--- src/rtl/irq2_pkg.sv ---
package irq2_pkg;
    localparam int NSRC = 6;
    localparam int IDXW = $clog2(NSRC);

    localparam int SRC_X0  = 0;
    localparam int SRC_T0  = 1;
    localparam int SRC_X1  = 2;
    localparam int SRC_T1  = 3;
    localparam int SRC_SER = 4;
    localparam int SRC_T2  = 5;

    typedef enum logic [1:0] {
        ST_ARMED   = 2'd0,
        ST_TAKE    = 2'd1,
        ST_BLOCKED = 2'd2
    } arb_state_t;
endpackage

--- src/rtl/mc_phase_gen.sv ---
module mc_phase_gen #(
    parameter int CYC  = 12,
    parameter int SLOT = 9
) (
    input  logic clk,
    input  logic rst_n,
    output logic slot
);
    localparam int CW = $clog2(CYC);

    logic [CW-1:0] cnt;

    always_ff @(posedge clk) begin
        if (!rst_n)
            cnt <= '0;
        else if (cnt == CW'(CYC - 1))
            cnt <= '0;
        else
            cnt <= cnt + 1'b1;
    end

    assign slot = (cnt == CW'(SLOT));

    // the counter never leaves its machine-cycle range
    assert_phase_range_R1: assert property (@(posedge clk) disable iff (!rst_n)
        cnt < CW'(CYC));
endmodule

--- src/rtl/xirq_detect.sv ---
module xirq_detect (
    input  logic clk,
    input  logic rst_n,
    input  logic slot,
    input  logic pin_n,
    input  logic edge_mode,
    input  logic clr,
    output logic flag
);
    logic prev_smp;

    always_ff @(posedge clk) begin
        if (!rst_n) begin
            prev_smp <= 1'b1;
            flag     <= 1'b0;
        end else if (slot) begin
            prev_smp <= pin_n;
            if (edge_mode) begin
                if (prev_smp && !pin_n)
                    flag <= 1'b1;
            end else begin
                flag <= !pin_n;
            end
        end else if (clr && edge_mode) begin
            flag <= 1'b0;
        end
    end

    // a high-to-low pair of samples raises the flag
    assert_edge_sets_flag_R7: assert property (@(posedge clk) disable iff (!rst_n)
        (slot && edge_mode && prev_smp && !pin_n) |=> flag);

    // taking the vector leaves a level-mode flag untouched
    assert_level_not_cleared_R8: assert property (@(posedge clk) disable iff (!rst_n)
        (clr && !slot && !edge_mode) |=> (flag == $past(flag)));
endmodule

--- src/rtl/prio_pick.sv ---
module prio_pick #(
    parameter int N  = 6,
    parameter int IW = $clog2(N)
) (
    input  logic [N-1:0]  req,
    output logic          found,
    output logic [IW-1:0] idx
);
    always_comb begin
        found = 1'b0;
        idx   = '0;
        for (int i = N - 1; i >= 0; i--) begin
            if (req[i]) begin
                found = 1'b1;
                idx   = IW'(i);
            end
        end
    end
endmodule

--- src/rtl/irq2_arbiter.sv ---
module irq2_arbiter
    import irq2_pkg::*;
#(
    parameter int CYC  = 12,
    parameter int SLOT = 9
) (
    input  logic            clk,
    input  logic            rst_n,
    input  logic [1:0]      ext_pin_n,
    input  logic [1:0]      ext_edge_sel,
    input  logic [1:0]      tmr_req,
    input  logic            ser_req,
    input  logic [1:0]      t2_flags,
    input  logic [NSRC-1:0] src_en,
    input  logic            glob_en,
    input  logic [NSRC-1:0] src_hi,
    input  logic            reti_pulse,
    output logic            vec_take,
    output logic [IDXW-1:0] vec_idx
);
    logic            slot;
    logic [1:0]      ext_flag;
    logic [1:0]      ext_clr;
    logic [NSRC-1:0] pend, elig, hi_req, lo_req;
    logic            hi_found, lo_found;
    logic [IDXW-1:0] hi_idx, lo_idx;
    logic            ok_hi, ok_lo, grant;
    logic            insvc_hi, insvc_lo;
    logic [IDXW-1:0] win_idx;
    logic            win_hi;
    arb_state_t      state, state_nx;

    mc_phase_gen #(.CYC(CYC), .SLOT(SLOT)) u_phase (
        .clk(clk), .rst_n(rst_n), .slot(slot)
    );

    localparam int XSRC [2] = '{SRC_X0, SRC_X1};

    for (genvar g = 0; g < 2; g++) begin : g_ext
        assign ext_clr[g] = (state == ST_TAKE) && (win_idx == IDXW'(XSRC[g]));
        xirq_detect u_det (
            .clk(clk), .rst_n(rst_n), .slot(slot),
            .pin_n(ext_pin_n[g]), .edge_mode(ext_edge_sel[g]),
            .clr(ext_clr[g]), .flag(ext_flag[g])
        );
    end

    always_comb begin
        pend          = '0;
        pend[SRC_X0]  = ext_flag[0];
        pend[SRC_T0]  = tmr_req[0];
        pend[SRC_X1]  = ext_flag[1];
        pend[SRC_T1]  = tmr_req[1];
        pend[SRC_SER] = ser_req;
        pend[SRC_T2]  = |t2_flags;
    end

    assign elig   = pend & src_en & {NSRC{glob_en}};
    assign hi_req = elig & src_hi;
    assign lo_req = elig & ~src_hi;

    prio_pick #(.N(NSRC), .IW(IDXW)) u_pick_hi (
        .req(hi_req), .found(hi_found), .idx(hi_idx)
    );
    prio_pick #(.N(NSRC), .IW(IDXW)) u_pick_lo (
        .req(lo_req), .found(lo_found), .idx(lo_idx)
    );

    assign ok_hi = hi_found && !insvc_hi;
    assign ok_lo = lo_found && !insvc_hi && !insvc_lo;
    assign grant = slot && !reti_pulse && (ok_hi || ok_lo);

    // state register
    always_ff @(posedge clk) begin
        if (!rst_n)
            state <= ST_ARMED;
        else
            state <= state_nx;
    end

    // transitions
    always_comb begin
        state_nx = state;
        unique case (state)
            ST_ARMED: begin
                if (reti_pulse)
                    state_nx = ST_BLOCKED;
                else if (grant)
                    state_nx = ST_TAKE;
            end
            ST_TAKE:    state_nx = reti_pulse ? ST_BLOCKED : ST_ARMED;
            ST_BLOCKED: if (slot) state_nx = ST_ARMED;
            default:    state_nx = ST_ARMED;
        endcase
    end

    // winner capture and in-service tracking
    always_ff @(posedge clk) begin
        if (!rst_n) begin
            win_idx  <= '0;
            win_hi   <= 1'b0;
            insvc_hi <= 1'b0;
            insvc_lo <= 1'b0;
        end else begin
            if (state == ST_ARMED && grant) begin
                win_idx <= ok_hi ? hi_idx : lo_idx;
                win_hi  <= ok_hi;
            end
            if (state == ST_TAKE) begin
                if (win_hi) insvc_hi <= 1'b1;
                else        insvc_lo <= 1'b1;
            end else if (reti_pulse) begin
                if (insvc_hi) insvc_hi <= 1'b0;
                else          insvc_lo <= 1'b0;
            end
        end
    end

    // outputs
    always_comb begin
        vec_take = 1'b0;
        unique case (state)
            ST_TAKE:  vec_take = 1'b1;
            default:  vec_take = 1'b0;
        endcase
        vec_idx = win_idx;
    end

    assert_single_strobe_R1: assert property (@(posedge clk) disable iff (!rst_n)
        vec_take |=> !vec_take);
    assert_take_after_slot_R1: assert property (@(posedge clk) disable iff (!rst_n)
        vec_take |-> $past(slot));
    assert_global_gate_R4: assert property (@(posedge clk) disable iff (!rst_n)
        vec_take |-> $past(glob_en));
    assert_hi_not_nested_R5: assert property (@(posedge clk) disable iff (!rst_n)
        vec_take |-> !insvc_hi);
    assert_lo_waits_R5: assert property (@(posedge clk) disable iff (!rst_n)
        (vec_take && !win_hi) |-> !insvc_lo);
    assert_block_after_reti_R6: assert property (@(posedge clk) disable iff (!rst_n)
        reti_pulse |=> !vec_take);
endmodule

--- config.mk ---
export PLATFORM = sky130hd
export DESIGN_NAME = irq2_arbiter
export DESIGN_NICKNAME = d
export VERILOG_FILES = /design/src/rtl/irq2_pkg.sv /design/src/rtl/mc_phase_gen.sv /design/src/rtl/xirq_detect.sv /design/src/rtl/prio_pick.sv /design/src/rtl/irq2_arbiter.sv
export SDC_FILE = /design/constraint.sdc
export NUM_CORES = 1
export LEC_CHECK = 0
export ABC_AREA = 1
export BUFFER_PORTS_ARGS = -buffer_cell sky130_fd_sc_hd__buf_2
export CAP_MARGIN = 10
export CELL_PAD_IN_SITES_DETAIL_PLACEMENT = 1
export CELL_PAD_IN_SITES_GLOBAL_PLACEMENT = 2
export CORE_ASPECT_RATIO = 1.1
export CORE_MARGIN = 2
export CORE_UTILIZATION = 24
export DETAILED_ROUTE_END_ITERATION = 10
export PLACE_DENSITY_LB_ADDON = 0.1
export RECOVER_POWER = 25
export SYNTH_ARGS = -nofsm -noshare
export SYNTH_HDL_FRONTEND = slang
export SYNTH_HIERARCHICAL = 1
export SYNTH_SLANG_ARGS = --single-unit
--- constraint.sdc ---
create_clock -name clk -period 1.3 [get_ports clk]
set_input_delay 0.13 -clock clk [delete_from_list [all_inputs] [get_ports clk]]
set_output_delay 0.13 -clock clk [all_outputs]
set_load 0.005 [all_outputs]
==> results of run 1 <==
metal layers:
| metal | share of wire [%] | global-route usage [%] | wire, µm |
|---|---|---|---|
| met1 | 41 | 14.56 | 1276 |
| met2 | 54 | 26.75 | 1689 |
| met3 | 3.9 | 3.026 | 123 |
| met4 | 1.4 | 4.667 | 44 |
| met5 | 0 | 0 | 0 |
cell usage in the layout, fill, tap and decap left out:
| cell | Yosys | final |
|---|---|---|
| inv_2 | 3 | 6 |
| buf_6 | 0 | 2 |
| nand3_4 | 1 | 3 |
| o21ai_0 | 4 | 4 |
| o211ai_1 | 3 | 3 |
| nand2_4 | 1 | 2 |
| xnor2_1 | 1 | 1 |
| ha_4 | 0 | 1 |
| nor2_4 | 2 | 6 |
| dfxtp_1 | 16 | 11 |
| dfxtp_2 | 0 | 5 |
| clkbuf_8 | 0 | 4 |
| and3_4 | 0 | 1 |
| nand2_1 | 35 | 30 |
| a21oi_2 | 1 | 1 |
| nand3_1 | 13 | 11 |
| a21oi_1 | 6 | 6 |
| nand4_1 | 4 | 4 |
| nor2_1 | 25 | 18 |
| inv_1 | 41 | 38 |
| nor4_1 | 4 | 3 |
| buf_12 | 0 | 1 |
| buf_2 | 0 | 28 |
| nor3_1 | 2 | 2 |
| nand2_2 | 1 | 5 |
| nor2_2 | 6 | 9 |
| buf_4 | 0 | 19 |
| nor4_2 | 0 | 1 |
| ha_1 | 2 | 1 |
| nand3_2 | 3 | 3 |
report_power, final:
part	switching (mW)	internal, mW	total (mW)	leakage, nW
combinational	0.107	0.0872	0.194	0.631
clock	0.171	0.269	0.439	0.0288
sequential	0.0109	0.502	0.513	0.132
through the flow:
stage	setup slack (ns)	instances	TNS, ns	util (%)
floorplan	0.002038	175	0	-
global placement	-0.1848	271	-0.8103	32.43
detailed placement	-0.2348	271	-1.038	32.43
CTS	-0.07775	279	-0.2594	35.57
global route	-0.1869	283	-0.9434	38.00
finish	-0.06400	283	-0.2339	38.00
how the worst max path moves through the flow:
stage	slack, ns	to
floorplan	0.002	vec_idx[0]
global placement	-0.18	vec_idx[1]
detailed placement	-0.23	vec_idx[2]
CTS	-0.08	vec_idx[0]
global route	-0.19	vec_idx[0]
finish	-0.06	vec_idx[0]
registers in the layout, summed over array words and instances (netlist names):
name and flops:
g_ext.u_det/flag 2, win_hi 1, insvc_lo 1, vec_idx 3
insvc_hi 1, state 2, g_ext.u_det/prev_smp 2, u_phase/cnt 4
cell families after synthesis:
family	Yosys count
simple gates	98
buf+inv	44
flops	16
compound gates	14
fa+ha+maj	2
xor+xnor	1
layout make-up:
type	instances	area share, %
inverters	44	10.07
well taps	54	4.119
flip-flops and latches	16	19.91
clock buffers	4	3.356
repair buffers	50	19.83
multi-input cells	115	42.72
timing repair:
action / in CTS / in global routing
buffers inserted: 4 / 4
pin swaps: 8 / 15
resized for setup: 12 / 23
setup endpoints to repair: 5 / 8
worst reg2reg max path, delay by kind of cell (launching register included):
family | cells | cell delay, ns
simple gates | 8 | 0.84
flops | 1 | 0.35
buf+inv | 2 | 0.11
==> flow_metrics.tcl, run 1 <==
set metrics [dict create \
    status "complete, but fails checks" \
    violations "negative setup slack" \
    power_mw 1.147 \
    cts_tree "built" \
    reg2reg_slack_ns -0.06 \
    nFillCells 577 \
    slew-limit-headroom_pct 73.90 \
    synth.ff_latch_count 16 \
    antenna_found_initial 0 \
    vias 1237 \
    firstDrtPassIters 4 \
    fin_hold_ws_ns 0.1273 \
    drtIter0Drc 25 \
    cts_root_buffer "clkbuf_8" \
    die_w_um 68.07 \
    r2r_cells 10 \
    path_cells "nand3_4 -> nor2_4 -> inv_2 -> nand4_1 -> inv_1 -> nand2_2 -> nand3_4 -> nand2_2 -> nand2_1 -> nor2_1" \
    ys_warn_count 6 \
    grt_max_degree 13 \
    htree_num_levels 1 \
    cp_num_buf_inv 2 \
    final_antenna_net_count 0 \
    slowest_stage "dfxtp_2" \
    syn-num-nets 202 \
    initial_core_util_pct 25.10 \
    clk-insertion-delay-late_ns 0.25 \
    hold_path.class "in -> reg" \
    cts_buffers 3 \
    grt_overflow 0 \
    portBuffers 28 \
    antennaDiodeCount 0 \
    maxSlewViolCount 0 \
    synthXorXnorAreaFrac_pct 0.8083 \
    regArea_um2 326.6 \
    multi_input_area_um2 700.7 \
    ctsHoldBuffers 0 \
    critical_path.top_delay_family "simple AND/OR/NAND/NOR gates" \
    syn_area_um2 1084 \
    grt_pass1_vias 1321 \
    cts_buffer_depth 2 \
    crit_path_max_fanout 8 \
    synth_compound_area_share_pct 7.506 \
    worstSetupStartpoint "g_ext[0].u_det/flag" \
    synthMuxAreaShare_pct 0 \
    min_period_ns 1.364 \
    viasPerCell 4.371 \
    synthCells 175 \
    fin_ws_ns -0.06400 \
    die_area_um2 5069 \
    ios 29 \
    async_flop_share_pct 0 \
    criticalPathCategory "reg -> reg" \
    post-synth-top-area-fraction_pct 29.56 \
    rows 25 \
    leakage_nw 0.7914 \
    ys_top_cells_by_area "dfxtp_1 (30%), inv_1 (14%), nand2_1 (12%)" \
    rsz0062_at_grt "true" \
    crit_arrival_ns 1.55 \
    yosysTopAreaCell "dfxtp_1" \
    tightest_slew_ns 0.3880 \
    hold_path_end "g_ext[1].u_det/prev_smp" \
    areaGrowthSynthToFinish_pct 51.39 \
    yosys.cell_count.top_type "inv_1" \
    synth_edf_count 0 \
    die_y_um 74.47 \
    dpl_cell_area_um2 1400 \
    hold_depth 3 \
    synth_cell_type_count 22 \
    synth_top_family_by_area "simple AND/OR/NAND/NOR gates" \
    nets 257 \
    finalCritPeriodShare_pct 104.9 \
    drive_above_1_share_pct 42.36 \
    critical_path_required_ns 1.48 \
    vdd_ir_drop_max_v 0.0005549 \
    yosys-top-cells-count "inv_1 (41), nand2_1 (35), nor2_1 (25)" \
    ys.flop_type "dfxtp_1" \
    hpwl_mm 2.598 \
    setup_violations 5 \
    maxCapViolations 0 \
    core_um2 4317 \
    fin_skew_ns 0.004179 \
    clock.fmax_mhz 733.1 \
    synth.avg_cell_area_um2 6.192 \
    power_density_nw_per_um2 699.1 \
    synth_fa_ha_area_share_pct 2.309 \
    wl_per_cell_um 11.07 \
    drt-total-wl_mm 3.133 \
    gp_congestion 0.7705 \
    drc 0 \
    worst-path-stages 10 \
    synth-simple-area-share_pct 44.57 \
    reg2reg_from "g_ext[0].u_det/flag" \
    r2r-end "vec_idx[0]" \
    hold_viol 0 \
    start_kind "flop" \
    grt_usage_pct 13.89 \
    final_area_um2 1640 \
    grt_pass1_wl_mm 5.416 \
    cts.sinks 16 \
    synth-seq-area-share_pct 29.56 \
    min_from "ext_pin_n[1]" \
    cp-end-kind "flop" \
    clk_pin_slew_ns 0.06 \
    slowest_delay_ns 0.35 \
]
Power figures use the tool's default switching activity.
==> run 2, diff against run 1 <==
Settings changed: CORE_MARGIN 2 to default, PLACE_DENSITY_LB_ADDON 0.1 to 0.05.
==> flow_metrics.tcl, run 2 (synthesis gave the netlist of run 1 again) <==
set metrics [dict create \
    critical_path.top_delay_family "simple AND/OR/NAND/NOR gates" \
    ios 29 \
    areaGrowthSynthToFinish_pct 49.42 \
    cp_num_buf_inv 1 \
    power_mw 1.174 \
    antennaDiodeCount 0 \
    portBuffers 28 \
    cts_buffers 3 \
    worstSetupStartpoint "u_phase/cnt[1]" \
    hold_depth 3 \
    hold_path.class "in -> reg" \
    finalCritPeriodShare_pct 103.1 \
    maxSlewViolCount 0 \
    drive_above_1_share_pct 42.54 \
    reg2reg_from "u_phase/cnt[1]" \
    fin_skew_ns 0.003132 \
    drtIter0Drc 29 \
    clk_pin_slew_ns 0.07 \
    grt_max_degree 13 \
    regArea_um2 326.6 \
    instances_no_fill 282 \
    setup_violations 6 \
    nets 256 \
    htree_num_levels 1 \
    rsz0062_at_grt "true" \
    min_period_ns 1.341 \
    violations "negative setup slack" \
    viasPerCell 4.358 \
    hpwl_mm 2.618 \
    slowest_delay_ns 0.32 \
    worst-path-stages 8 \
    final_common_cell "inv_1" \
    clk-insertion-delay-late_ns 0.25 \
    crit_path_max_fanout 8 \
    cts.sinks 16 \
    layout_common_cells "inv_1 (38), nand2_1 (28), buf_2 (27), nor2_1 (20), buf_4 (19)" \
    leakage_nw 0.7827 \
    core_um2 4317 \
    gp_congestion 0.6795 \
    slew-limit-headroom_pct 76.00 \
    drt-total-wl_mm 3.175 \
    grt_usage_pct 14.96 \
    die_area_um2 4788 \
    largest_reg_flops 4 \
    grt_overflow 0 \
    fin_ws_ns -0.04093 \
    antenna_found_initial 0 \
    min_from "ext_pin_n[1]" \
    crit_arrival_ns 1.49 \
    initial_core_util_pct 25.10 \
    start_kind "flop" \
    dp_cells 271 \
    wl_per_cell_um 11.26 \
    path_cells "inv_2 -> ha_4 -> and3_4 -> nand2_2 -> nor2_4 -> nand3_4 -> nor2_2 -> nor2_2" \
    tightest_slew_ns 0.3567 \
    cp-end-kind "flop" \
    multi_input_area_um2 696.9 \
    grt_pass1_wl_mm 5.554 \
    clock.fmax_mhz 745.7 \
    die_y_um 72.47 \
    criticalPathCategory "reg -> reg" \
    top_register "u_phase/cnt" \
    slowest_stage "dfxtp_2" \
    status "complete, but fails checks" \
    vias 1229 \
    cts_tree "built" \
    nFillCells 560 \
    drc 0 \
    cts_root_buffer "clkbuf_8" \
    power_density_nw_per_um2 725.3 \
    firstDrtPassIters 2 \
    rows 25 \
    r2r_cells 8 \
    cts_buffer_depth 2 \
    critical_path_required_ns 1.45 \
    grt_pass1_vias 1317 \
    cpMostUsedCell "nor2_2" \
    maxCapViolations 0 \
    vdd_ir_drop_max_v 0.0003220 \
    die_w_um 66.07 \
    final_antenna_net_count 0 \
    hold_viol 0 \
]
[run 2: final timing paths]
check | endpoint | slack [ns]
worst max-delay path | vec_idx[0] | -0.04
worst min-delay path | g_ext[1].u_det/prev_smp | 0.13
worst max register to register | vec_idx[0] | -0.04
worst min register to register | insvc_hi | 0.47
[run 2: where the power goes]
group          internal [mW]  switching [mW]
Clock                  0.269           0.186
Combinational         0.0980           0.110
Sequential             0.502         0.00956
[run 2: through the flow]
stage                     TNS, ns  hold WS [ns]  worst slack [ns]  cell area (µm²)  utilization [%]
after floorplan                 0        0.2286          0.002038             1087                -
after global placement    -0.7954        0.3740           -0.2054             1400            32.43
after detailed placement   -1.140        0.3906           -0.2600             1400            32.43
after CTS                 -0.2723        0.1263          -0.08650             1555            36.03
after global routing       -1.109        0.1498           -0.1826             1619            37.51
final                     -0.1558        0.1270          -0.04093             1619            37.51
[run 2: area by class of cell]
| cell class | count | share of cell area, % |
|---|---|---|
| multi-input cells | 115 | 43.04 |
| well taps | 54 | 4.173 |
| flip-flops and latches | 16 | 20.17 |
| clock buffers | 4 | 3.400 |
| repair buffers | 49 | 19.01 |
| inverters | 44 | 10.20 |
[run 2: timing repair]
action                     4_1_cts  5_1_grt
resized for setup               16       20
hold buffers                     0        0
pin swaps                       12       13
setup endpoints to repair        6        7
buffers inserted                 6        2
[run 2: metal layers]
metal  global-route usage [%]  vias up  share of wire [%]
li1                         -      642                  -
met1                    17.47      567                 46
met2                    27.21       16                 50
met3                    2.673        4                2.6
met4                    4.728        0               0.91
met5                        0        -                  0
[run 2: worst min-delay path, cell delays in order]
cell and delay (ns):
buf_2 0.10, nand2_1 0.05, o211ai_1 0.07
==> run 3, diff against run 2 <==
Settings changed: CORE_UTILIZATION 24 to 28.
Clock period 1.3 ns to 1.6 ns, I/O delays scaled along.
==> flow_metrics.tcl, run 3 (synthesis gave the netlist of run 1 again) <==
set metrics [dict create \
    status "complete, no violations" \
    setup-tns-final_ns 0 \
    die_y_um 67.25 \
    hold_path.class "in -> reg" \
    finalCritPeriodShare_pct 90.67 \
    start_kind "flop" \
    cp-end-kind "flop" \
    antenna_found_initial 0 \
    areaGrowthSynthToFinish_pct 26.91 \
    final_antenna_net_count 0 \
    layout_common_cells "inv_1 (41), nand2_1 (35), buf_2 (26), nor2_1 (25), dfxtp_1 (15)" \
    cts.sinks 16 \
    critical_path_required_ns 1.75 \
    cts_tree "built" \
    min_period_ns 1.451 \
    power_uw 911.0 \
    slew-limit-headroom_pct 74.38 \
    grt_pass1_wl_mm 4.809 \
    cts_buffers 3 \
    rsz0062_at_grt "false" \
    crit_end "vec_idx[2]" \
    drive_above_1_share_pct 26.07 \
    cts_root_buffer "clkbuf_8" \
    die_w_um 61.31 \
    initial_core_util_pct 29.42 \
    drc 0 \
    criticalPathCategory "reg -> reg" \
    tightest_slew_ns 0.3808 \
    leakage_nw 0.6829 \
    drtIter0Drc 28 \
    clk_pin_slew_ns 0.07 \
    utilization_pct 37.33 \
    hold_viol 0 \
    crit_arrival_ns 1.60 \
    rows 23 \
    gp_congestion 0.7517 \
    firstDrtPassIters 3 \
    viasPerCell 4.479 \
    reg2reg_from "g_ext[0].u_det/flag" \
    crit_path_max_fanout 8 \
    hpwl_mm 2.430 \
    nets 239 \
    ios 29 \
    setup_violations 0 \
    fin_skew_ns 0.001415 \
    grt_pass1_vias 1142 \
    reg2reg_slack_ns 0.15 \
    maxSlewViolCount 0 \
    top_register "u_phase/cnt" \
    clk-insertion-delay-late_ns 0.25 \
    portBuffers 28 \
    grt_max_degree 13 \
    clock.fmax_mhz 689.3 \
    wl_per_cell_um 10.93 \
    cts_buffer_depth 2 \
    largest_reg_flops 4 \
    drt-total-wl_mm 2.854 \
    grt_usage_pct 15.83 \
    worstSetupStartpoint "g_ext[0].u_det/flag" \
    final_area_um2 1375 \
    antennaDiodeCount 0 \
    dpl_cell_area_um2 1301 \
    core_um2 3684 \
    vdd_ir_drop_max_v 0.0002266 \
    maxCapViolations 0 \
    power_density_nw_per_um2 662.5 \
    r2r-end "vec_idx[2]" \
    r2r_cells 9 \
    vias 1169 \
    htree_num_levels 1 \
    die_area_um2 4123 \
    grt_overflow 0 \
    final_common_cell "inv_1" \
]
## run 3: layout make-up
| type | count | area, µm² |
|---|---|---|
| Clock buffer | 4 | 55.05 |
| Fill cell | 526 | 2308 |
| Inverter | 44 | 165.2 |
| Multi-Input combinational cell | 115 | 603.1 |
| Sequential cell | 16 | 321.6 |
| Tap cell | 50 | 62.56 |
| Timing Repair Buffer | 32 | 167.7 |
## run 3: worst min path at each step
| stage | startpoint | endpoint | slack, ns | cells past startpoint |
|---|---|---|---|---|
| 6_report | ext_pin_n[1] | g_ext[1].u_det/prev_smp | 0.15 | 3 |
| 5_1_grt | reti_pulse | state[1] | 0.16 | 3 |
| 4_1_cts | ext_pin_n[1] | g_ext[1].u_det/prev_smp | 0.15 | 3 |
| 3_5_place_dp | ext_pin_n[1] | g_ext[1].u_det/prev_smp | 0.42 | 3 |
| 3_3_place_gp | ext_pin_n[1] | g_ext[1].u_det/prev_smp | 0.41 | 3 |
| 2_1_floorplan | rst_n | g_ext[0].u_det/prev_smp | 0.26 | 1 |
## run 3: stage by stage
step	setup slack [ns]	hold WS [ns]	cells
after floorplan	0.2609	0.2586	175
after global placement	0.08234	0.4067	255
after detailed placement	-0.1019	0.4206	255
after CTS	0.01221	0.1545	259
after global routing	0.003701	0.1634	261
final	0.1493	0.1538	261
## run 3: timing repair
| action | 4_1_cts | 5_1_grt |
|---|---|---|
| setup endpoints to repair | 0 | 4 |
| hold buffers | 0 | 0 |
| buffers inserted | 0 | 2 |
| resized for setup | 0 | 4 |
## run 3: worst max-delay path, cell delays in order, from the launching register on
cell,delay (ns)
dfxtp_2,0.34
nand3_2,0.11
nor2_4,0.14
inv_1,0.07
nand4_1,0.19
inv_1,0.08
nand2_2,0.10
nand3_4,0.11
nor2_1,0.13
nor2_1,0.07
## run 3: metal layers
metal / up-vias / global-route usage (%) / wire, µm
li1: 611 / - / -
met1: 539 / 18.96 / 1313
met2: 17 / 27.58 / 1424
met3: 2 / 2.874 / 89
met4: 0 / 5.966 / 27
met5: - / 0 / 0
## run 3: power by group
part	internal, mW	switching, mW
Combinational	0.0527	0.0725
Sequential	0.407	0.00952
Clock	0.219	0.151
